==> src/rtl/tfsm_pkg.sv <==
package tfsm_pkg;

  // Strobes passed from control to datapath each cycle.
  typedef struct packed {
    logic clearReg;   // synchronous clear of state/output register
    logic captureEn;  // capture looked-up word into register
    logic writeEn;    // write one table word
  } tfsm_strobe_t;

endpackage

==> src/rtl/tfsm_ctrl.sv <==
module tfsm_ctrl
  import tfsm_pkg::*;
(
  input  logic         rst,
  input  logic         loadEn,
  input  logic         loadWe,
  output tfsm_strobe_t strobes
);

  always_comb begin
    strobes           = '0;
    strobes.clearReg  = rst;
    // running only when neither reset nor loading
    strobes.captureEn = !rst && !loadEn;
    // writes gated by the load window
    strobes.writeEn   = loadEn && loadWe;
  end

endmodule

==> src/rtl/tfsm_table.sv <==
module tfsm_table #(
  parameter int ADDR_W = 4,
  parameter int WORD_W = 5
) (
  input  logic              clk,
  input  logic              we,
  input  logic [ADDR_W-1:0] wAddr,
  input  logic [WORD_W-1:0] wData,
  input  logic [ADDR_W-1:0] rAddr,
  output logic [WORD_W-1:0] rData
);

  localparam int DEPTH = 1 << ADDR_W;

  logic [WORD_W-1:0] rowVal [DEPTH];

  for (genvar r = 0; r < DEPTH; r++) begin : gRow
    logic [WORD_W-1:0] word;
    logic              rowHit;

    assign rowHit = we && (wAddr == ADDR_W'(r));

    always_ff @(posedge clk) begin
      if (rowHit) word <= wData;
    end

    assign rowVal[r] = word;
  end

  assign rData = rowVal[rAddr];

endmodule

==> src/rtl/tfsm_datapath.sv <==
module tfsm_datapath
  import tfsm_pkg::*;
#(
  parameter int IN_W  = 2,
  parameter int OUT_W = 3,
  parameter int ST_W  = 2
) (
  input  logic                  clk,
  input  tfsm_strobe_t          strobes,
  input  logic [ST_W+IN_W-1:0]  loadAddr,
  input  logic [OUT_W+ST_W-1:0] loadData,
  input  logic [IN_W-1:0]       inBits,
  output logic [OUT_W-1:0]      outBits,
  output logic [ST_W-1:0]       stateOut
);

  localparam int ADDR_W = ST_W + IN_W;
  localparam int WORD_W = OUT_W + ST_W;

  logic [WORD_W-1:0] regQ;
  logic [WORD_W-1:0] lookWord;
  logic [ADDR_W-1:0] lookAddr;

  // state in the upper address bits, inputs in the lower
  assign lookAddr = {regQ[ST_W-1:0], inBits};

  tfsm_table #(
    .ADDR_W(ADDR_W),
    .WORD_W(WORD_W)
  ) table_i (
    .clk  (clk),
    .we   (strobes.writeEn),
    .wAddr(loadAddr),
    .wData(loadData),
    .rAddr(lookAddr),
    .rData(lookWord)
  );

  // one register holds next state and outputs together
  always_ff @(posedge clk) begin
    if (strobes.clearReg)       regQ <= '0;
    else if (strobes.captureEn) regQ <= lookWord;
  end

  assign stateOut = regQ[ST_W-1:0];
  assign outBits  = regQ[WORD_W-1:ST_W];

endmodule

==> src/rtl/table_fsm.sv <==
module table_fsm
  import tfsm_pkg::*;
#(
  parameter int IN_W  = 2,
  parameter int OUT_W = 3,
  parameter int ST_W  = 2
) (
  input  logic                  clk,
  input  logic                  rst,
  input  logic                  loadEn,
  input  logic                  loadWe,
  input  logic [ST_W+IN_W-1:0]  loadAddr,
  input  logic [OUT_W+ST_W-1:0] loadData,
  input  logic [IN_W-1:0]       inBits,
  output logic [OUT_W-1:0]      outBits,
  output logic [ST_W-1:0]       stateOut
);

  tfsm_strobe_t strobes;

  tfsm_ctrl ctrl_i (
    .rst    (rst),
    .loadEn (loadEn),
    .loadWe (loadWe),
    .strobes(strobes)
  );

  tfsm_datapath #(
    .IN_W (IN_W),
    .OUT_W(OUT_W),
    .ST_W (ST_W)
  ) dp_i (
    .clk     (clk),
    .strobes (strobes),
    .loadAddr(loadAddr),
    .loadData(loadData),
    .inBits  (inBits),
    .outBits (outBits),
    .stateOut(stateOut)
  );

endmodule

==> config.mk <==
export PLATFORM = sky130hd
export DESIGN_NAME = table_fsm
export DESIGN_NICKNAME = d
export VERILOG_FILES = /design/src/rtl/tfsm_pkg.sv /design/src/rtl/tfsm_ctrl.sv /design/src/rtl/tfsm_table.sv /design/src/rtl/tfsm_datapath.sv /design/src/rtl/table_fsm.sv
export SDC_FILE = /design/constraint.sdc
export NUM_CORES = 1
export LEC_CHECK = 0
export BUFFER_PORTS_ARGS = -buffer_cell sky130_fd_sc_hd__buf_2
export CORE_UTILIZATION = 55
export CTS_BUF_LIST = sky130_fd_sc_hd__clkbuf_16
export DETAILED_ROUTE_END_ITERATION = 10
export PLACE_DENSITY_LB_ADDON = 0.2
export SYNTH_ARGS = -nofsm -noshare
export SYNTH_HDL_FRONTEND = slang
export SYNTH_SLANG_ARGS = --single-unit
==> constraint.sdc <==
create_clock -name clk -period 3.05 [get_ports clk]
set_input_delay 0.61 -clock clk [delete_from_list [all_inputs] [get_ports clk]]
set_output_delay 0.61 -clock clk [all_outputs]
set_load 0.02 [all_outputs]
==> flow_summary.json <==
{
  "whs_ns": 0.483,
  "slew_viol_final": 0,
  "finalHoldViolations": 0,
  "dp_hpwl_mm": 4.35,
  "ctsResizeCount": 0,
  "drt_wl_total_mm": 6.35,
  "drive_above_1_share": 0.207,
  "antenna_found_initial": 0,
  "routabilityCongestion": 0.794,
  "drc_errors": 0,
  "cts_max_level": 3,
  "rsz0062_at_grt": "false",
  "post-cts-setup-buffers": 0,
  "die_y_um": 80.4,
  "setup_violations": 0,
  "startpoint_type": "input pin",
  "max_slew_margin": 0.437,
  "final_area_um2": 3830,
  "syn_area_per_cell_um2": 17.7,
  "grt_pass1_wl_mm": 10.1,
  "cts-root-buf": "clkbuf_16",
  "fmaxAchievable_mhz": 472,
  "clk_pin_slew_ns": 0.06,
  "finalPower_uw": 2490,
  "vias": 1785,
  "synth_cells": 191,
  "crit_start": "inBits[0]",
  "post-route-util": 0.647,
  "grt_overflow": 0,
  "ios": 20,
  "ys_types": 29,
  "yosysWarningCount": 0,
  "rows": 28,
  "clk_latency_ns": 0.33,
  "criticalPathCategory": "input pin to flip-flop",
  "area_delta_synth_final_pct": 13.4,
  "final_common_cell": "edfxtp_1",
  "ant_nets": 0,
  "powerDensity_nw_per_um2": 649,
  "peakVddDrop_mv": 0.355,
  "power.leakage_uw": 0.00130,
  "initial_core_util": 0.570,
  "core-area_um2": 5920,
  "finalNetCount": 232,
  "period_share": 0.695,
  "seq_area_frac_synth": 0.741,
  "port_buffers": 19,
  "min_path_type": "flip-flop to flip-flop",
  "path_max_fanout": 15,
  "finalCriticalPeriod_ns": 2.12,
  "grt_usage": 0.228,
  "cts_buffers": 9,
  "cts_tree": "done",
  "fin_setup_tns_ns": 0,
  "viasPerCell": 6.01,
  "clockBufferDepth": 2,
  "drt_iter0_markers": 164,
  "outcome": "complete, no violations",
  "reg2reg_from": "dp_i.table_i.gRow[6].word[0]",
  "max_slew.worst_pin.slew_ns": 0.837,
  "most-common-layout-cells": "edfxtp_1 (80), mux2i_1 (24), buf_2 (19)",
  "skew_ns": 0.00418,
  "worstPathRequired_ns": 3.24,
  "clock_sink_count": 85,
  "synth_nets": 206,
  "netlist_area_um2": 3380,
  "n_antenna_cell": 0,
  "r2r_cells": 4,
  "hp-start": "dp_i.regQ[2]",
  "worstPathArrival_ns": 2.31,
  "postCtsHoldBufs": 0,
  "dpl_cell_area_um2": 3540,
  "worstSetupEndpointType": "flip-flop",
  "grt_pass1_vias": 1848,
  "grt_max_degree": 17,
  "cap_viol_max_count": 0,
  "die_width_um": 80.4,
  "ys_ff_latch": 85,
  "die_area_um2": 6460,
  "dr.pass1.iters": 4,
  "routedWlPerCell_um": 21.4,
  "worst_hold_path.num_cells": 2
}
flip-flops by register name, summed over array words and instances (netlist names):
signal,flops
dp_i.table_i.gRow.word,80
dp_i.regQ,5
layout make-up:
cell class,count,area (um^2)
clock buffers,9,225
multi-input cells,98,817
fillers,410,2090
repair buffers,23,125
clock inverters,7,66.3
well taps,75,93.8
flip-flops and latches,85,2500
metal layers:
layer | up-vias | GRT usage | share of wire
li1 | 819 | - | -
met1 | 883 | 0.310 | 0.43
met2 | 74 | 0.352 | 0.50
met3 | 9 | 0.0511 | 0.059
met4 | 0 | 0.107 | 0.014
met5 | - | 0 | 0
metrics by stage:
| step | cells | setup WS (ns) |
|---|---|---|
| 2_1_floorplan | 191 | 1.06 |
| 3_5_place_dp | 281 | 0.605 |
| 5_1_grt | 297 | 0.891 |
| 4_1_cts | 297 | 0.937 |
| 6_report | 297 | 0.931 |
| 3_3_place_gp | 281 | 0.690 |
Yosys cell counts, drive strengths merged:
cell,instances,share of area
nor3,4,0.0059
o21ai,1,0.0026
nor3b,1,0.0022
edfxtp,80,0.71
a211oi,2,0.0044
dfxtp,5,0.030
nor2,14,0.016
and2,1,0.0019
nor2b,5,0.0093
a221oi,1,0.0026
a21oi,1,0.0015
mux2i,24,0.071
o211ai,3,0.0067
buf,7,0.016
nand3,1,0.0015
a22oi,8,0.018
nand2b,3,0.0056
mux2,1,0.0033
or3,2,0.0037
mux4,9,0.062
clkbuf,1,0.0011
nand4b,1,0.0026
o41ai,1,0.0026
nand4,3,0.0056
nand2,12,0.013
final timing paths:
kind | endpoint | slack (ns)
worst max-delay path | dp_i.regQ[0] | 0.93
worst min-delay path | dp_i.regQ[2] | 0.48
worst min register to register | dp_i.regQ[2] | 0.48
worst max register to register | dp_i.regQ[0] | 1.35
critical path, stage by stage:
cell      delay (ns)
buf_2           0.40
mux4_2          0.58
nor2b_1         0.14
a211oi_1        0.43
a211oi_1        0.15
cells by family (layout without fill, tap and decap cells):
logic type / Yosys count / after routing / synth area share
buffers and inverters: 8 / 39 / 0.0170
and+or+nand+nor: 47 / 47 / 0.0671
DFF: 85 / 85 / 0.741
muxes: 34 / 34 / 0.137
AOI/OAI and AO/OA: 17 / 17 / 0.0382
where the power goes:
part | switching (uW) | leakage [uW] | internal [uW] | total, uW
sequential | 13.7 | 0.000762 | 1300 | 1310
combinational | 86.7 | 0.000404 | 53.9 | 141
clock | 408 | 0.000136 | 627 | 1040
(Power assumes the default switching activity.)
